### src/rtl/pxb_pkg.sv
package pxb_pkg;
    localparam int VA_W   = 32;
    localparam int PAGE_W = 12;
    localparam int VPN_W  = VA_W - PAGE_W;
    localparam int PFN_W  = 20;
    localparam int PA_W   = PFN_W + PAGE_W;
    localparam int N_ENT  = 8;

    typedef enum logic [1:0] {
        OP_NONE      = 2'd0,
        OP_FILL      = 2'd1,
        OP_DROP      = 2'd2,
        OP_WIPE      = 2'd3
    } maint_op_e;

    typedef struct packed {
        logic             valid;
        logic [VPN_W-1:0] vpn;
        logic [PFN_W-1:0] pfn;
        logic             can_rd;
        logic             can_wr;
        logic             touched;
        logic             dirty;
    } map_ent_t;

    typedef struct packed {
        logic            vld;
        logic            hit;
        logic            miss;
        logic            prot;
        logic [PA_W-1:0] paddr;
    } xlat_rsp_t;

    function automatic logic access_ok(logic is_wr, logic can_rd, logic can_wr);
        return is_wr ? can_wr : can_rd;
    endfunction
endpackage

### src/rtl/pxb_cam.sv
module pxb_cam
    import pxb_pkg::*;
#(
    parameter int ENTRIES = N_ENT
) (
    input  map_ent_t [ENTRIES-1:0] ents,
    input  logic [VPN_W-1:0]       key,
    output logic [ENTRIES-1:0]     match,
    output logic                   any,
    output logic [PFN_W-1:0]       sel_pfn,
    output logic                   sel_rd,
    output logic                   sel_wr
);
    for (genvar i = 0; i < ENTRIES; i++) begin : g_cmp
        assign match[i] = ents[i].valid && (ents[i].vpn == key);
    end

    assign any = |match;

    // at most one match is live, so an OR-reduction selects it
    always_comb begin
        sel_pfn = '0;
        sel_rd  = 1'b0;
        sel_wr  = 1'b0;
        for (int i = 0; i < ENTRIES; i++) begin
            if (match[i]) begin
                sel_pfn = sel_pfn | ents[i].pfn;
                sel_rd  = sel_rd  | ents[i].can_rd;
                sel_wr  = sel_wr  | ents[i].can_wr;
            end
        end
    end
endmodule

### src/rtl/pxb_store.sv
module pxb_store
    import pxb_pkg::*;
#(
    parameter int ENTRIES = N_ENT,
    localparam int IDX_W  = $clog2(ENTRIES)
) (
    input  logic                   clk,
    input  logic                   rst,
    input  logic [ENTRIES-1:0]     touch_set,
    input  logic [ENTRIES-1:0]     dirty_set,
    input  logic                   do_fill,
    input  logic                   do_drop,
    input  logic                   do_wipe,
    input  logic [IDX_W-1:0]       idx,
    input  logic [VPN_W-1:0]       new_vpn,
    input  logic [PFN_W-1:0]       new_pfn,
    input  logic                   new_rd,
    input  logic                   new_wr,
    input  logic [ENTRIES-1:0]     dup_match,
    output map_ent_t [ENTRIES-1:0] ents
);
    for (genvar i = 0; i < ENTRIES; i++) begin : g_ent
        map_ent_t ent_q;
        map_ent_t ent_d;
        logic     here;

        assign here = (idx == IDX_W'(i));

        always_comb begin
            ent_d = ent_q;
            if (do_wipe)      ent_d.touched = 1'b0;
            if (touch_set[i]) ent_d.touched = 1'b1;
            if (dirty_set[i]) ent_d.dirty   = 1'b1;
            if (do_fill && dup_match[i] && !here) ent_d.valid = 1'b0;
            if (do_fill && here) begin
                ent_d.valid   = 1'b1;
                ent_d.vpn     = new_vpn;
                ent_d.pfn     = new_pfn;
                ent_d.can_rd  = new_rd;
                ent_d.can_wr  = new_wr;
                ent_d.touched = 1'b0;
                ent_d.dirty   = 1'b0;
            end
            if (do_drop && here) ent_d.valid = 1'b0;
        end

        always_ff @(posedge clk) begin
            if (rst) ent_q <= '0;
            else     ent_q <= ent_d;
        end

        assign ents[i] = ent_q;
    end
endmodule

### src/rtl/pxb_resp.sv
module pxb_resp
    import pxb_pkg::*;
(
    input  logic              clk,
    input  logic              rst,
    input  logic              lk_valid,
    input  logic              hit_any,
    input  logic              acc_ok,
    input  logic [PFN_W-1:0]  pfn,
    input  logic [PAGE_W-1:0] offset,
    input  logic              maint_bad,
    output xlat_rsp_t         rsp_q,
    output logic              bad_q
);
    xlat_rsp_t rsp_d;

    always_comb begin
        rsp_d.vld   = lk_valid;
        rsp_d.hit   = lk_valid && hit_any && acc_ok;
        rsp_d.miss  = lk_valid && !hit_any;
        rsp_d.prot  = lk_valid && hit_any && !acc_ok;
        rsp_d.paddr = rsp_d.hit ? {pfn, offset} : '0;
    end

    always_ff @(posedge clk) begin
        if (rst) begin
            rsp_q <= '0;
            bad_q <= 1'b0;
        end else begin
            rsp_q <= rsp_d;
            bad_q <= maint_bad;
        end
    end
endmodule

### src/rtl/page_xlat_buffer.sv
module page_xlat_buffer
    import pxb_pkg::*;
#(
    parameter int ENTRIES = N_ENT,
    localparam int IDX_W  = $clog2(ENTRIES)
) (
    input  logic               clk,
    input  logic               rst,
    input  logic               lk_valid,
    input  logic [VA_W-1:0]    lk_vaddr,
    input  logic               lk_write,
    input  logic               priv_mode,
    input  logic [1:0]         mt_op,
    input  logic [IDX_W-1:0]   mt_index,
    input  logic [VPN_W-1:0]   mt_vpn,
    input  logic [PFN_W-1:0]   mt_pfn,
    input  logic               mt_rd,
    input  logic               mt_wr,
    output logic               rs_valid,
    output logic               rs_hit,
    output logic               rs_miss,
    output logic               rs_prot,
    output logic [PA_W-1:0]    rs_paddr,
    output logic               mt_priv_fault,
    output logic [ENTRIES-1:0] touched_vec,
    output logic [ENTRIES-1:0] dirty_vec
);
    map_ent_t [ENTRIES-1:0] ents;
    logic [ENTRIES-1:0]     lk_match;
    logic [ENTRIES-1:0]     dup_match;
    logic [ENTRIES-1:0]     valid_vec;
    logic                   lk_any, dup_any;
    logic [PFN_W-1:0]       lk_pfn, dup_pfn;
    logic                   lk_rd, lk_wr, dup_rd, dup_wr;
    logic                   acc_ok;
    maint_op_e              op;
    logic                   maint_req, maint_ok;
    xlat_rsp_t              rsp;

    assign op        = maint_op_e'(mt_op);
    assign maint_req = (op != OP_NONE);
    assign maint_ok  = maint_req && priv_mode;

    pxb_cam #(.ENTRIES(ENTRIES)) u_lk_cam (
        .ents(ents), .key(lk_vaddr[VA_W-1:PAGE_W]), .match(lk_match),
        .any(lk_any), .sel_pfn(lk_pfn), .sel_rd(lk_rd), .sel_wr(lk_wr)
    );

    pxb_cam #(.ENTRIES(ENTRIES)) u_dup_cam (
        .ents(ents), .key(mt_vpn), .match(dup_match),
        .any(dup_any), .sel_pfn(dup_pfn), .sel_rd(dup_rd), .sel_wr(dup_wr)
    );

    assign acc_ok = access_ok(lk_write, lk_rd, lk_wr);

    logic [ENTRIES-1:0] touch_set, dirty_set;
    assign touch_set = lk_valid ? lk_match : '0;
    assign dirty_set = (lk_valid && lk_write && acc_ok) ? lk_match : '0;

    pxb_store #(.ENTRIES(ENTRIES)) u_store (
        .clk(clk), .rst(rst),
        .touch_set(touch_set), .dirty_set(dirty_set),
        .do_fill(maint_ok && op == OP_FILL),
        .do_drop(maint_ok && op == OP_DROP),
        .do_wipe(maint_ok && op == OP_WIPE),
        .idx(mt_index), .new_vpn(mt_vpn), .new_pfn(mt_pfn),
        .new_rd(mt_rd), .new_wr(mt_wr),
        .dup_match(dup_any ? dup_match : '0),
        .ents(ents)
    );

    pxb_resp u_resp (
        .clk(clk), .rst(rst), .lk_valid(lk_valid), .hit_any(lk_any),
        .acc_ok(acc_ok), .pfn(lk_pfn), .offset(lk_vaddr[PAGE_W-1:0]),
        .maint_bad(maint_req && !priv_mode),
        .rsp_q(rsp), .bad_q(mt_priv_fault)
    );

    for (genvar i = 0; i < ENTRIES; i++) begin : g_stat
        assign touched_vec[i] = ents[i].touched;
        assign dirty_vec[i]   = ents[i].dirty;
        assign valid_vec[i]   = ents[i].valid;
    end

    assign rs_valid = rsp.vld;
    assign rs_hit   = rsp.hit;
    assign rs_miss  = rsp.miss;
    assign rs_prot  = rsp.prot;
    assign rs_paddr = rsp.paddr;

    logic unused_sel;
    assign unused_sel = ^{dup_pfn, dup_rd, dup_wr};
endmodule

### config.mk
export PLATFORM = sky130hd
export DESIGN_NAME = page_xlat_buffer
export DESIGN_NICKNAME = d
export VERILOG_FILES = /design/src/rtl/pxb_pkg.sv /design/src/rtl/pxb_cam.sv /design/src/rtl/pxb_store.sv /design/src/rtl/pxb_resp.sv /design/src/rtl/page_xlat_buffer.sv
export SDC_FILE = /design/constraint.sdc
export NUM_CORES = 1
export LEC_CHECK = 0
export ABC_AREA = 1
export BUFFER_PORTS_ARGS = -buffer_cell sky130_fd_sc_hd__buf_2
export CORE_UTILIZATION = 28
export DETAILED_ROUTE_END_ITERATION = 7
export PLACE_DENSITY = 0.42
export SLEW_MARGIN = 10
export SYNTH_ARGS = -nofsm -noshare
export SYNTH_HDL_FRONTEND = slang
export SYNTH_SLANG_ARGS = --single-unit
### constraint.sdc
create_clock -name clk -period 2.1 [get_ports clk]
set_input_delay 0.105 -clock clk [delete_from_list [all_inputs] [get_ports clk]]
set_output_delay 0.105 -clock clk [all_outputs]
set_load 0.05 [all_outputs]
---- After elaboration in Yosys (flattened, before gate mapping) ----
Cells that the tools add are included.
storage, ports and cells
  memories ................................ 0
  input port bits ......................... 84
  latch bits .............................. 0
  memory bits (read-only) ................. 0
  word-level logic and storage cells ...... 278
  RAM bits ................................ 0
  register bits ........................... 397
cells by class
  mux-type cells .......................... 61
  divide/modulo/power cells ............... 0
  bitwise gates (word level) .............. 22
  reduce and logical (&&, ||, !) cells .... 107
  equal/unequal tests ..................... 26
  magnitude comparators ................... 0
  add/sub/neg operators ................... 0
  shift operators ......................... 0
  multipliers ............................. 0
operators by type and width
  kind                                                 number
  two-way mux 45 bit                                   8
  equality test 20 bit                                 16
  two-way mux 20 bit                                   8
  OR 20 bit                                            7
  logical AND 1 bit                                    59
  two-way mux 1 bit                                    42
  nonzero test 2 bit                                   17
  OR reduction 2 bit                                   17
  two-way mux 8 bit                                    3
  OR reduction 8 bit                                   2
  OR 1 bit                                             14
  equality test 3 bit, second input constant           4
  zero test 1 bit                                      11
  equality test 3 x 2 -> 1 bit, second input constant  2
  equality test 2 bit, second input constant           2
  equality test 3 x 1 -> 1 bit, second input constant  1
  zero test 3 bit                                      1
  equality test 2 x 1 -> 1 bit, second input constant  1
  NOT 1 bit                                            1

---- Logic depth before layout (Yosys ltp) ----
Gate-level depths: netlist of run 1.
  word-level depth ........................ 22
  mapped depth ............................ 16

---- Cells and area by module ----
Synthesis of run 1 repeated with hierarchy kept, for this count alone.
second synthesis, totals
  cells, all modules ...................... 4416
  area total of the unflattened synthesis .. 25887.3 um^2
by module, submodules not included
  module            area each (um^2)  cells each  times used
  pxb_store         14660.3           2235        1
  pxb_cam           4867.2            1004        2
  pxb_resp          1271.2            117         1
  page_xlat_buffer  221.5             56          1

---- Worst setup path after synthesis of run 1 ----
Ideal clock, no wire load.
  path kind ............................... register -> register
  start point ............................. register u_store.g_ent[4].ent_q, in the netlist u_store.ents[219]
  end point ............................... register u_resp.rsp_q[12] (netlist name)
  setup time .............................. 0.061 ns
  setup slack ............................. 0.515 ns
  cell stages (with the launch flop) ...... 16
  required time ........................... 2.039 ns
  buffers on the path ..................... 1
  arrival time ............................ 1.524 ns
  cells stage by stage .................... dfxtp_1 -> inv_1 -> nand2_1 -> o21ai_0 -> nor2_1 -> nand2_1 -> nor2_1 -> nand4_1 -> nand2_1 -> nor2_2 -> nand2_4 -> nand2_4 -> nand2_4 -> nand2_8 -> buf_12 -> nor2_4
on the way
  word-level cells in the longest chain between the ends .. 13
ends and longest elaborated chain
  what                                 line                          RTL
  start: declaration                   pxb_store.sv:23               map_ent_t ent_q;
  start signal: assignment             pxb_store.sv:49               else ent_q <= ent_d;
  equality test 20 bit (*)             pxb_cam.sv:15                 assign match[i] = ents[i].valid && (ents[i].vpn == key);
  logical AND 1 bit (*)                pxb_cam.sv:15
  two-way mux 1 bit                    pxb_cam.sv:26                 if (match[i]) begin
  OR 1 bit (on tied branches)          pxb_cam.sv:28, pxb_cam.sv:29
  two-way mux 1 bit                    pxb_cam.sv:26
  OR 1 bit (on tied branches)          pxb_cam.sv:28, pxb_cam.sv:29
  two-way mux 1 bit                    pxb_cam.sv:26
  OR 1 bit (on tied branches)          pxb_cam.sv:28, pxb_cam.sv:29
  two-way mux 1 bit                    pxb_cam.sv:26
  two-way mux 1 bit                    pxb_pkg.sv:35                 return is_wr ? can_wr : can_rd;
  logical AND 1 bit                    pxb_resp.sv:19                rsp_d.hit = lk_valid && hit_any && acc_ok;
  NOT 1 bit (no source line)           n/a
  OR reduction 2 bit (no source line)  n/a
  end signal: assignment               pxb_resp.sv:30                rsp_q <= rsp_d;
  end: declaration                     pxb_resp.sv:12                output xlat_rsp_t rsp_q,
Every way passes the cells marked *; elsewhere a longest branch is shown, timed or not.
A chain may end at the register's enable or synchronous reset.

---- Final worst setup path of run 1 ----
  start point ............................. register u_store.g_ent[2].ent_q, in the netlist u_store.ents[122]
  end point ............................... register u_resp.rsp_q[18] (netlist name)
on the way
  word-level cells in the longest chain between the ends .. 17
ends and longest elaborated chain
  what                                 line
  start: declaration                   pxb_store.sv:23
  start signal: assignment             pxb_store.sv:49
  equality test 20 bit (*)             pxb_cam.sv:15
  logical AND 1 bit (*)                pxb_cam.sv:15
  two-way mux 1 bit                    pxb_cam.sv:26
  OR 1 bit (on tied branches)          pxb_cam.sv:28, pxb_cam.sv:29
  two-way mux 1 bit                    pxb_cam.sv:26
  OR 1 bit (on tied branches)          pxb_cam.sv:28, pxb_cam.sv:29
  two-way mux 1 bit                    pxb_cam.sv:26
  OR 1 bit (on tied branches)          pxb_cam.sv:28, pxb_cam.sv:29
  two-way mux 1 bit                    pxb_cam.sv:26
  OR 1 bit (on tied branches)          pxb_cam.sv:28, pxb_cam.sv:29
  two-way mux 1 bit                    pxb_cam.sv:26
  OR 1 bit (on tied branches)          pxb_cam.sv:28, pxb_cam.sv:29
  two-way mux 1 bit                    pxb_cam.sv:26
  two-way mux 1 bit                    pxb_pkg.sv:35
  logical AND 1 bit                    pxb_resp.sv:19
  NOT 1 bit (no source line)           n/a
  OR reduction 2 bit (no source line)  n/a
Marks and branches as above.

==> results of run 1 <==
-- synthesized netlist by cell type, types with 29 or more instances --
cell / n
sky130_fd_sc_hd__o21ai_0: 393
sky130_fd_sc_hd__nor2_4: 29
sky130_fd_sc_hd__clkbuf_1: 125
sky130_fd_sc_hd__o22ai_1: 54
sky130_fd_sc_hd__inv_1: 168
sky130_fd_sc_hd__nand2_1: 455
sky130_fd_sc_hd__a21oi_1: 182
sky130_fd_sc_hd__nor2_1: 501
sky130_fd_sc_hd__dfxtp_1: 397
sky130_fd_sc_hd__nand3_1: 43
sky130_fd_sc_hd__a22oi_1: 80
sky130_fd_sc_hd__xnor2_1: 55
-- state kept, by name (all words and copies together), names as in the netlist --
name / cells
u_resp.rsp_q: 36
u_resp.bad_q: 1
u_store.ents: 360
-- worst max path at each step --
stage,start,end,slack [ps],cells after the start
floorplan,u_store.ents[219]$_SDFFE_PP0P_,u_resp.rsp_q[12]$_SDFF_PP0_,520,15
global placement,lk_vaddr[14],u_resp.rsp_q[0]$_SDFF_PP0_,-290,18
detailed placement,lk_vaddr[14],u_resp.rsp_q[1]$_SDFF_PP0_,-330,17
CTS,u_store.ents[177]$_SDFFE_PP0P_,u_resp.rsp_q[27]$_SDFF_PP0_,7,14
global route,u_store.ents[38]$_SDFFE_PP0P_,u_resp.rsp_q[18]$_SDFF_PP0_,-50,16
finish,u_store.ents[122]$_SDFFE_PP0P_,u_resp.rsp_q[18]$_SDFF_PP0_,10,13
-- area by class of cell --
cell class | instances | area share [%]
clock buffers | 79 | 5.73
inverters | 202 | 3.04
diodes | 3 | 0.0297
flip-flops and latches | 397 | 31.5
well taps | 873 | 4.32
repair buffers | 467 | 15.4
multi-input cells | 1956 | 39.5
clock inverters | 9 | 0.490
-- what timing repair did --
action	CTS	global route
hold buffers	45	0
endpoints found under the hold margin	210	0
resized for setup	57	90
pin swaps	12	28
buffers inserted	8	5
cloned	4	0
setup endpoints to repair	42	34
-- metal layers --
metal	global-route usage, %	vias to the layer above	share of wire [%]
li1	-	9682	-
met1	38.0	9789	47
met2	40.7	717	43
met3	5.11	132	7.4
met4	8.50	2	2.9
met5	0	-	0.012
-- layout by cell type (no fill, tap or decap), types with 51 or more instances in the layout --
master	synthesis	routed
sky130_fd_sc_hd__o21ai_0	393	392
sky130_fd_sc_hd__buf_4	26	239
sky130_fd_sc_hd__dfxtp_1	397	376
sky130_fd_sc_hd__xnor2_1	55	54
sky130_fd_sc_hd__a22oi_1	80	69
sky130_fd_sc_hd__nor2_4	29	51
sky130_fd_sc_hd__inv_1	168	161
sky130_fd_sc_hd__a21oi_1	182	181
sky130_fd_sc_hd__nand2_1	455	430
sky130_fd_sc_hd__nor2_1	501	463
sky130_fd_sc_hd__o22ai_1	54	54
sky130_fd_sc_hd__buf_2	28	136
-- worst max-delay path, stage by stage, from the launching register on --
cell	delay [ps]
sky130_fd_sc_hd__dfxtp_1	370
sky130_fd_sc_hd__xor2_1	190
sky130_fd_sc_hd__nor2_2	170
sky130_fd_sc_hd__nand2_1	120
sky130_fd_sc_hd__nor2_4	220
sky130_fd_sc_hd__nand4_1	110
sky130_fd_sc_hd__nand2_1	120
sky130_fd_sc_hd__nor2_2	60
sky130_fd_sc_hd__nand2_4	70
sky130_fd_sc_hd__nand2_4	50
sky130_fd_sc_hd__nand2_4	100
sky130_fd_sc_hd__nand2_8	130
sky130_fd_sc_hd__buf_16	200
sky130_fd_sc_hd__nor2_4	80
-- power by group --
part	internal [mW]	total [mW]	leakage (nW)	switching, mW
logic	0.668	1.94	6.08	1.27
registers	7.62	7.69	3.21	0.0654
clock network	4.85	8.49	0.766	3.64
-- per-stage QoR --
| step | power [mW] | setup WS, ps | hold slack [ps] |
|---|---|---|---|
| 2_1_floorplan | 8.66 | 515 | 182 |
| 3_3_place_gp | 9.64 | -288 | 315 |
| 3_5_place_dp | 9.64 | -332 | 326 |
| 4_1_cts | 18.2 | 7.26 | 6.18 |
| 5_1_grt | 18.7 | -53.0 | 27.9 |
| 6_report | 18.1 | 11.0 | 34.0 |
-- kinds of logic after synthesis --
kind of cell              after synthesis
buffers and inverters                 390
and+or+nand+nor                      1119
xor gates and xnor gates               77
DFF                                   397
AOI/OAI and AO/OA                     760
==> metrics.md, run 1 <==
| Metric | Value |
|---|---|
| Number of enable flip-flop cells after synthesis | 0 |
| Congestion Overflow GR | 0 |
| Share of synthesized area spent on multiplexers | 0% |
| Share of flip-flops with an asynchronous set or reset after synthesis | 0% |
| Total routing resource utilization after global routing | 26.8% |
| Largest area contributor in the netlist | sky130_fd_sc_hd__dfxtp_1 |
| Crit. End Element | flop |
| Endpoints failing setup | 0 |
| Area taken by flip-flops and latches | 7970 µm² |
| Required time of the critical path | between 2000 and 3000 ps |
| Fraction of synthesized cell area in xor and xnor cells | 3.52% |
| Startpoint class of the critical path | flop |
| Register-to-register setup slack | ~11 ps |
| RSZ-0062 raised after global routing | true |
| Max Transition Viols Final | 0 |
| Initial Utilization | 28.4% |
| Clock transition time at the flip-flop clock pins of the worst setup and hold paths | 60 ps |
| Path category of the worst min-delay check | input port to flop |
| Final Critical Period | 2090 ps |
| Flip-flop and latch count after synthesis | 397 |
| Library cell used as clock root buffer | sky130_fd_sc_hd__clkbuf_16 |
| Placed instance area | approximately 23000 µm² |
| Mean Syn Cell Area | 6.98 µm² |
| CTS tree | built |
| Post-DP HPWL | 66700 µm |
| Layout Cells excl Fill | 3986 |
| Category of the critical setup timing path | flop to flop |
| Biggest area contributors in the synthesized netlist | sky130_fd_sc_hd__dfxtp_1 41%, sky130_fd_sc_hd__o21ai_0 10%, sky130_fd_sc_hd__nor2_1 9.8% |
| Maxcap violations | 0 |
| Share of the synthesized area in compound gates (AO/OA/AOI/OAI) | 21.7% |
| Hold worst-path end | u_store.ents[222]$_SDFFE_PP0P_ |
| Detailed-route vias per instance | 5.10 |
| Synthesized cell area | 19200 µm² |
| Share of final-layout standard cells stronger than drive strength 1 | 22.1% |
| Final worst-path cycle share | around 99% |
| Unique cell type count in the Yosys netlist | 40 |
| Post-layout util | 37.5% |
| Die ar. | 69500 µm² |
| Maximum frequency from static timing analysis | 479 MHz |
| Chip Height | 264 µm |
| Crit path max fanout | 7 |
| Depth of the most critical reg-to-reg path | 13 |
| Post-Syn Instances | 2743 |
| Data arrival time of the critical path | about 2600 ps |
| Count of routing violations after the opening detailed-route iteration | 1760 |
| Total wire length | ~95000 µm |
| Vias in the first global route | 19300 |
| Area growth from synthesis to final layout | 32.1% |
| Max H-tree Level | 2 |
| Clk_lat worst skew | 620 ps |
| Run status | complete, no violations |
| Flip-flop cell with the highest count after synthesis | sky130_fd_sc_hd__dfxtp_1 |
| Count of input and output buffers | 136 |
| Combinational family with the most area after synthesis | simple AND/OR/NAND/NOR gates |
| Post-detailed-route DRC marker count | 0 |
| Leakage | 10.1 nW |
| Count of clock tree sinks | 397 |
| Basic-gate share of the synthesized area counting and, or, nand and nor cells | 24.6% |
| Remaining number of nets flagged by the antenna check after routing | 0 |
| Number of placed instances with taps included | 3836 |
| Core Region | 67400 µm² |
| Boundary Pins | 137 |
| HP Start | mt_vpn[18] |
| Final weighted congestion in routability-driven placement | between 0.9 and 1 |
| Largest net degree at the start of global routing | 97 |
| Worst slew margin relative to its limit | 43.6% |
| Final-layout fill cell count | approximately 7000 |
| Worst r2r src | u_store.ents[122]$_SDFFE_PP0P_ |
| Largest voltage drop on the vdd net | 0.626 mV |
| First-pass GRT wire length | 137000 µm |
| Final count of hold timing violations | 0 |
| Post-synth net total | 2827 |
| Clk buf depth | 3 |
| Maximum clock skew at final layout | 18.3 ps |
| Nets@finish | 3157 |
| Number of cell rows | 95 |
| Total non-filler cell area in the finished layout | roughly 25000 µm² |
| TritonCTS Buffers | 49 |
| Share of synthesized cell area in full adder, half adder and majority cells | 0% |
| Final total negative setup slack | 0 ps |
| Pre-antenna DRT Iters | 5 |
| Slew of the pin with the lowest slew margin | 845 ps |
| Warnings from Yosys | 0 |
| Area occupied by multi-input gates | 9990 µm² |
| Via Count | 20300 |
| Initial antenna violation count | 6 |
| R2R Path End | u_resp.rsp_q[18]$_SDFF_PP0_ |
| Cell Pwr Density | 716 nW/µm² |
| Die width | 264 µm |
| Register area share after synthesis | 41.5% |
| Proportion of netlist area held by the largest area contributor | 41.5% |
| Cells on Worst Hold Path | 3 |
| Wire length per cell | 23.8 µm |
No activity file was read; power rests on OpenSTA's default activity.
==> inputs of run 2 (changes only) <==
Settings changed: CELL_PAD_IN_SITES_DETAIL_PLACEMENT set to 0, CELL_PAD_IN_SITES_GLOBAL_PLACEMENT set to 1, PLACE_DENSITY 0.42 to 0.54.
==> metrics.md, run 2 (synthesis gave the netlist of run 1 again) <==
| Metric | Value |
|---|---|
| Final weighted congestion in routability-driven placement | 0.950 |
| Count of input and output buffers | 136 |
| Number of placed instances with taps included | 3823 |
| Worst setup path startpoint | u_store.ents[116]$_SDFFE_PP0P_ |
| Run status | complete, no violations |
| Most common library cell in the layout ignoring fill and taps | sky130_fd_sc_hd__nor2_1 |
| HP Start | mt_index[0] |
| Die width | 264 µm |
| Startpoint class of the critical path | flop |
| Count of routing violations after the opening detailed-route iteration | around 1900 |
| Die ar. | 69500 µm² |
| Clk_lat worst skew | 620 ps |
| Biggest cell delay along the critical path | roughly 390 ps |
| Placed instance area | 22600 µm² |
| Cell Pwr Density | 739 nW/µm² |
| Congestion Overflow GR | 0 |
| Most frequent cells in the layout | 484 x sky130_fd_sc_hd__nor2_1, 428 x sky130_fd_sc_hd__nand2_1, 387 x sky130_fd_sc_hd__o21ai_0, 367 x sky130_fd_sc_hd__dfxtp_1, 215 x sky130_fd_sc_hd__buf_4 |
| Worst path slowest cell | sky130_fd_sc_hd__dfxtp_4 |
| R2R Path End | u_resp.rsp_q[23]$_SDFF_PP0_ |
| Largest voltage drop on the vdd net | 0.521 mV |
| Cells on Worst Hold Path | 5 |
| Share of final-layout standard cells stronger than drive strength 1 | 21.3% |
| Vias in the first global route | slightly below 20000 |
| Via Count | 20400 |
| Chip Height | 264 µm |
| Clock transition time at the flip-flop clock pins of the worst setup and hold paths | 60 ps |
| Detailed-route vias per instance | 5.13 |
| Max H-tree Level | 2 |
| Post-route total power | 18.7 mW |
| Initial Utilization | 28.4% |
| Nets@finish | ~3100 |
| Remaining number of nets flagged by the antenna check after routing | 0 |
| Area growth from synthesis to final layout | 31.9% |
| Count of clock tree sinks | 397 |
| Area taken by flip-flops and latches | approximately 8000 µm² |
| Maxcap violations | 0 |
| Post-DP HPWL | 67100 µm |
| Layout Cells excl Fill | 3972 |
| Area occupied by multi-input gates | 9850 µm² |
| Core Region | 67400 µm² |
| Slew of the pin with the lowest slew margin | 748 ps |
| Library cell used as clock root buffer | sky130_fd_sc_hd__clkbuf_16 |
| Crit. End Element | flop |
| Wire length per cell | 24.4 µm |
| Hold worst-path end | u_store.ents[314]$_SDFFE_PP0P_ |
| Max Transition Viols Final | 0 |
| TritonCTS Buffers | 49 |
| Series of cell instances along the critical path | xnor2_4, nand3_2, nor2_4, buf_6, nand4_1, nand2_2, nor2_1, nand2_1, nand2_2, nand2_4, nand2_8, buf_16, nor2_4 |
| RSZ-0062 raised after global routing | true |
| Post-detailed-route DRC marker count | 0 |
| CTS tree | built |
| Category of the critical setup timing path | flop to flop |
| Leakage | just over 10 nW |
| Register-to-register setup slack | 50 ps |
| Final worst-path cycle share | a little over nine tenths |
| Final Critical Period | 2050 ps |
| Final-layout fill cell count | 7160 |
| Worst slew margin relative to its limit | 49.8% |
| Required time of the critical path | roughly 2700 ps |
| Initial antenna violation count | 4 |
| Largest net degree at the start of global routing | 121 |
| Total routing resource utilization after global routing | roughly 27% |
| Total wire length | between 90000 and 100000 µm |
| Worst r2r src | u_store.ents[116]$_SDFFE_PP0P_ |
| Total non-filler cell area in the finished layout | 25300 µm² |
| Maximum frequency from static timing analysis | 488 MHz |
| Crit path max fanout | 8 |
| Pre-antenna DRT Iters | 5 |
| Number of flip-flops under the largest register name | 360 |
| Boundary Pins | 137 |
| First-pass GRT wire length | 139000 µm |
| Path category of the worst min-delay check | input port to flop |
| Maximum clock skew at final layout | 21.7 ps |
| Final total negative setup slack | 0 ps |
| Clk buf depth | 3 |
| Number of cell rows | 95 |
| Endpoints failing setup | 0 |
| Depth of the most critical reg-to-reg path | 13 |
| Data arrival time of the critical path | 2600 ps |
| Final count of hold timing violations | 0 |
==> run 2: cell types whose count changed in the layout (fill, tap and decap cells not counted), sizes merged <==
cell         previous run  this run
diode                   3         2
dlygate4sd3            45        50
buf                   422       404
clkbuf                 79        75
clkinv                 20        21
bufinv                  1         4
==> run 2: routing by layer <==
layer / share of wire [%] / up-vias / global-route usage (%)
met4: 2.9 / 0 / 7.62
met5: 0 / - / 0
met2: 42 / 764 / 41.6
met1: 47 / 9807 / 39.2
li1: - / 9651 / -
met3: 7.7 / 151 / 5.48
==> run 2: metrics by stage <==
stage               util, %  hold slack (ps)  setup WS (ps)
global placement       33.5              313           -413
detailed placement     33.5              320           -418
finish                 37.5             31.6           49.3
CTS                    37.0             4.95          -1.86
global route           37.5             24.3          -14.7
floorplan                 -              182            515
==> run 2: final cells by class <==
type,count,share of cell area (%)
Timing Repair Buffer,455,15.3
Antenna cell,2,0.0198
Tap cell,873,4.32
Clock inverter,13,0.867
Inverter,202,3.03
Sequential cell,397,31.6
Multi-Input combinational cell,1956,39.0
Clock buffer,74,5.82
==> run 2: where the power goes <==
part,switching (mW),leakage (nW),internal [mW]
sequential,0.0638,3.22,7.62
combinational,1.31,6.02,0.688
clock,3.68,0.831,5.33
total,5.05,10.1,13.6
==> run 2: worst max-delay path by stage <==
stage / end / cells past startpoint / slack [ps]
after floorplan: u_resp.rsp_q[12]$_SDFF_PP0_ / 15 / 520
after global placement: u_resp.rsp_q[19]$_SDFF_PP0_ / 17 / -410
after detailed placement: u_resp.rsp_q[13]$_SDFF_PP0_ / 17 / -420
after CTS: u_resp.rsp_q[1]$_SDFF_PP0_ / 14 / -2
after global routing: u_resp.rsp_q[12]$_SDFF_PP0_ / 16 / -10
final: u_resp.rsp_q[23]$_SDFF_PP0_ / 13 / 50
==> run 2: what timing repair did <==
| action | CTS | global route |
|---|---|---|
| endpoints found under the hold margin | 231 | 0 |
| hold buffers | 50 | 0 |
| pin swaps | 7 | 40 |
| resized for setup | 30 | 99 |
| buffers inserted | 2 | 5 |
| gates cloned | 2 | 1 |
| endpoints found under the setup margin | 44 | 40 |
==> run 2: worst max-delay path: cells and delay by family (launching register included) <==
kind | cells | cell delay (ps)
and+or+nand+nor | 10 | 960
buffers and inverters | 2 | 340
xor gates and xnor gates | 1 | 270
DFF | 1 | 390
==> inputs of run 3 (changes only) <==
Settings changed: ABC_AREA 1 to unset, PLACE_DENSITY 0.54 to 0.55.
Clock period 2.1 ns to 1.8 ns, I/O delays scaled along.
==> metrics.md, run 3 <==
| Metric | Value |
|---|---|
| Layout Cells excl Fill | 3743 |
| Remaining number of nets flagged by the antenna check after routing | 0 |
| Max Transition Viols Final | 0 |
| CTS tree | built |
| Final count of hold timing violations | 0 |
| Count of routing violations after the opening detailed-route iteration | around 1400 |
| Final-layout fill cell count | 6799 |
| Depth of the most critical reg-to-reg path | 11 |
| Library cell used as clock root buffer | sky130_fd_sc_hd__clkbuf_16 |
| Hold WS | 26.0 ps |
| Synthesized cell area | between 15000 and 20000 µm² |
| Total routing resource utilization after global routing | 23.2% |
| Largest area contributor in the netlist | sky130_fd_sc_hd__dfxtp_1 |
| Final Critical Period | around 2400 ps |
| Data arrival time of the critical path | 2940 ps |
| Worst slew margin relative to its limit | 57.6% |
| First-pass GRT wire length | 121000 µm |
| Flip-flop cell with the highest count after synthesis | sky130_fd_sc_hd__dfxtp_1 |
| Slew of the pin with the lowest slew margin | 635 ps |
| Required time of the critical path | about 2300 ps |
| Total wire length | 82400 µm |
| Path category of the worst min-delay check | input port to flop |
| Warnings from Yosys | 0 |
| Leakage | ~11 nW |
| Crit. End Element | flop |
| Cell type with the highest occurrence count on the critical path | sky130_fd_sc_hd__buf_12 |
| Hold worst-path end | u_store.ents[179]$_SDFFE_PP0P_ |
| Die width | 263 µm |
| Biggest area contributors in the synthesized netlist | sky130_fd_sc_hd__dfxtp_1 42%, sky130_fd_sc_hd__nand2_1 13%, sky130_fd_sc_hd__a21oi_1 8.9% |
| Core Region | slightly below 70000 µm² |
| Share of flip-flops with an asynchronous set or reset after synthesis | 0% |
| Max H-tree Level | 2 |
| Worst r2r src | u_store.ents[217]$_SDFFE_PP0P_ |
| Maximum clock skew at final layout | roughly 23 ps |
| Post-synth net total | ~2500 |
| HP Start | mt_index[1] |
| Run status | finished with violations |
| Endpoints failing setup | 51 |
| Most frequent cells after synthesis | 679 x sky130_fd_sc_hd__nand2_1, 397 x sky130_fd_sc_hd__dfxtp_1, 339 x sky130_fd_sc_hd__a21oi_1 |
| Violations in the final reports | setup timing |
| Post-DP HPWL | 55600 µm |
| Largest voltage drop on the vdd net | 0.589 mV |
| Startpoint class of the critical path | flop |
| Via Count | 18600 |
| Clock transition time at the flip-flop clock pins of the worst setup and hold paths | 70 ps |
| Largest net degree at the start of global routing | 66 |
| Post-Syn Instances | 2386 |
| R2R Path End | u_resp.rsp_q[32]$_SDFF_PP0_ |
| Series of cell instances along the critical path | xnor2_1, nand4_1, nor4_4, buf_6, buf_12, and2_4, or4_4, o21ai_4, buf_12, buf_12, o21ba_1 |
| Cells on Worst Hold Path | 3 |
| Number of enable flip-flop cells after synthesis | 0 |
| Initial antenna violation count | 2 |
| Final worst-path cycle share | 136% |
| Most frequent cells in the layout | 676 x sky130_fd_sc_hd__nand2_1, 339 x sky130_fd_sc_hd__a21oi_1, 337 x sky130_fd_sc_hd__buf_4, 325 x sky130_fd_sc_hd__dfxtp_1, 140 x sky130_fd_sc_hd__xnor2_1 |
| RSZ-0062 raised after global routing | true |
| Unique cell type count in the Yosys netlist | 46 |
| Chip Height | around 260 µm |
| Number of placed instances with taps included | ~3600 |
| Post-route total power | 20.8 mW |
| Number of flip-flops under the largest register name | 360 |
| Mean Syn Cell Area | between 7 and 8 µm² |
| Final worst-path setup slack | -641 ps |
| Pre-antenna DRT Iters | 5 |
| Count of clock tree sinks | 397 |
| Maximum frequency from static timing analysis | 410 MHz |
| Crit path max fanout | 7 |
| Nets@finish | about 2900 |
| Count of input and output buffers | approximately 140 |
| Share of final-layout standard cells stronger than drive strength 1 | 31.6% |
| TritonCTS Buffers | 47 |
| Vias in the first global route | about 18000 |
| Count leader, synth | sky130_fd_sc_hd__nand2_1 |
| Biggest cell delay along the critical path | 510 ps |
| Boundary Pins | approximately 140 |
| Flip-flop and latch count after synthesis | 397 |
| Detailed-route vias per instance | 4.97 |
| Die ar. | 69200 µm² |
| Wire length per cell | 22.0 µm |
| Clk_lat worst skew | 610 ps |
| Maxcap violations | 0 |
| Diodes inserted | 0 |
| Proportion of netlist area held by the largest area contributor | 41.7% |
| Category of the critical setup timing path | flop to flop |
| Cell Pwr Density | 753 nW/µm² |
| Clk buf depth | 3 |
| Post-detailed-route DRC marker count | 0 |
| Initial Utilization | 28.4% |
| Number of cell rows | between 90 and 100 |
| Worst path slowest cell | sky130_fd_sc_hd__or4_4 |
| Final weighted congestion in routability-driven placement | 0.870 |
| Register area share after synthesis | a little over two fifths |
| Most common library cell in the layout ignoring fill and taps | sky130_fd_sc_hd__nand2_1 |
| Congestion Overflow GR | 0 |
| Register-to-register setup slack | -640 ps |
| Area growth from synthesis to final layout | 44.7% |
[run 3: cell count changes after synthesis, moves of 128 or more]
cell                      before  now
sky130_fd_sc_hd__xnor2_1      55  183
sky130_fd_sc_hd__a21oi_1     182  339
sky130_fd_sc_hd__nor2_1      501    7
sky130_fd_sc_hd__o21ai_0     393    0
sky130_fd_sc_hd__inv_1       168   22
sky130_fd_sc_hd__nand2_1     455  679
[run 3: routing by layer]
layer / routed length, µm / share of wire (%) / track usage (%) / vias up
met3: 4410 / 5.4 / 3.29 / 139
met5: 24 / 0.029 / 0 / -
li1: - / - / - / 8842
met1: 36100 / 44 / 30.7 / 9065
met4: 2290 / 2.8 / 6.86 / 4
met2: 39600 / 48 / 39.0 / 562
[run 3: kinds of logic (layout without fill, tap and decap cells)]
family | count (synthesis) | count (layout) | share of synthesized area [%]
simple gates | 962 | 962 | 23.6
compound gates | 443 | 443 | 13.3
flops | 397 | 397 | 41.7
buf+inv | 267 | 751 | 6.85
xor+xnor | 317 | 317 | 14.6
[run 3: worst max-delay path by stage]
stage	from	endpoint	slack, ps
after CTS	u_store.ents[214]$_SDFFE_PP0P_	u_resp.rsp_q[32]$_SDFF_PP0_	-610
after detailed placement	lk_vaddr[23]	u_resp.rsp_q[27]$_SDFF_PP0_	-970
final	u_store.ents[217]$_SDFFE_PP0P_	u_resp.rsp_q[32]$_SDFF_PP0_	-640
after global placement	lk_vaddr[23]	u_resp.rsp_q[27]$_SDFF_PP0_	-1020
after floorplan	u_store.ents[166]$_SDFFE_PP0P_	u_resp.rsp_q[15]$_SDFF_PP0_	-310
after global routing	u_store.ents[163]$_SDFFE_PP0P_	u_resp.rsp_q[11]$_SDFF_PP0_	-700
[run 3: final cells by class]
| type | instances | area [µm²] | area share [%] |
|---|---|---|---|
| inverters | 23 | 86.3 | 0.313 |
| well taps | 873 | 1090 | 3.96 |
| multi-input cells | 1722 | 11000 | 39.8 |
| flip-flops and latches | 397 | 8050 | 29.1 |
| repair buffers | 643 | 5820 | 21.1 |
| clock inverters | 5 | 90.1 | 0.326 |
| clock buffers | 80 | 1470 | 5.33 |
[run 3: worst max-delay path, delay by kind of cell, from the launching register on]
kind                   cells  cell delay [ps]
flip-flops                 1              330
AND/OR/NAND/NOR            4              920
buffers and inverters      4              590
XOR/XNOR                   1              120
AO/OA/AOI/OAI              2              330
[run 3: metrics by stage]
step	util, %	TNS [ps]	setup slack [ps]	instance area [µm²]
detailed placement	35.0	-43250	-969	23600
CTS	39.9	-23580	-608	26900
global route	41.0	-29370	-701	27600
floorplan	-	-10230	-312	19100
finish	41.0	-25610	-641	27600
global placement	35.0	-41750	-1020	23600
[run 3: timing repair]
| item | CTS | global route |
|---|---|---|
| gates resized for setup | 160 | 124 |
| pin swaps | 61 | 74 |
| buffers inserted | 23 | 9 |
| endpoints found under the hold margin | 254 | 0 |
| cloned | 6 | 2 |
| hold buffers | 62 | 0 |
| endpoints found under the setup margin | 58 | 58 |
[run 3: power by group]
part	switching (mW)	internal (mW)	total (mW)
clock network	4.04	5.70	9.74
registers	0.0440	8.85	8.89
logic	1.25	0.918	2.17
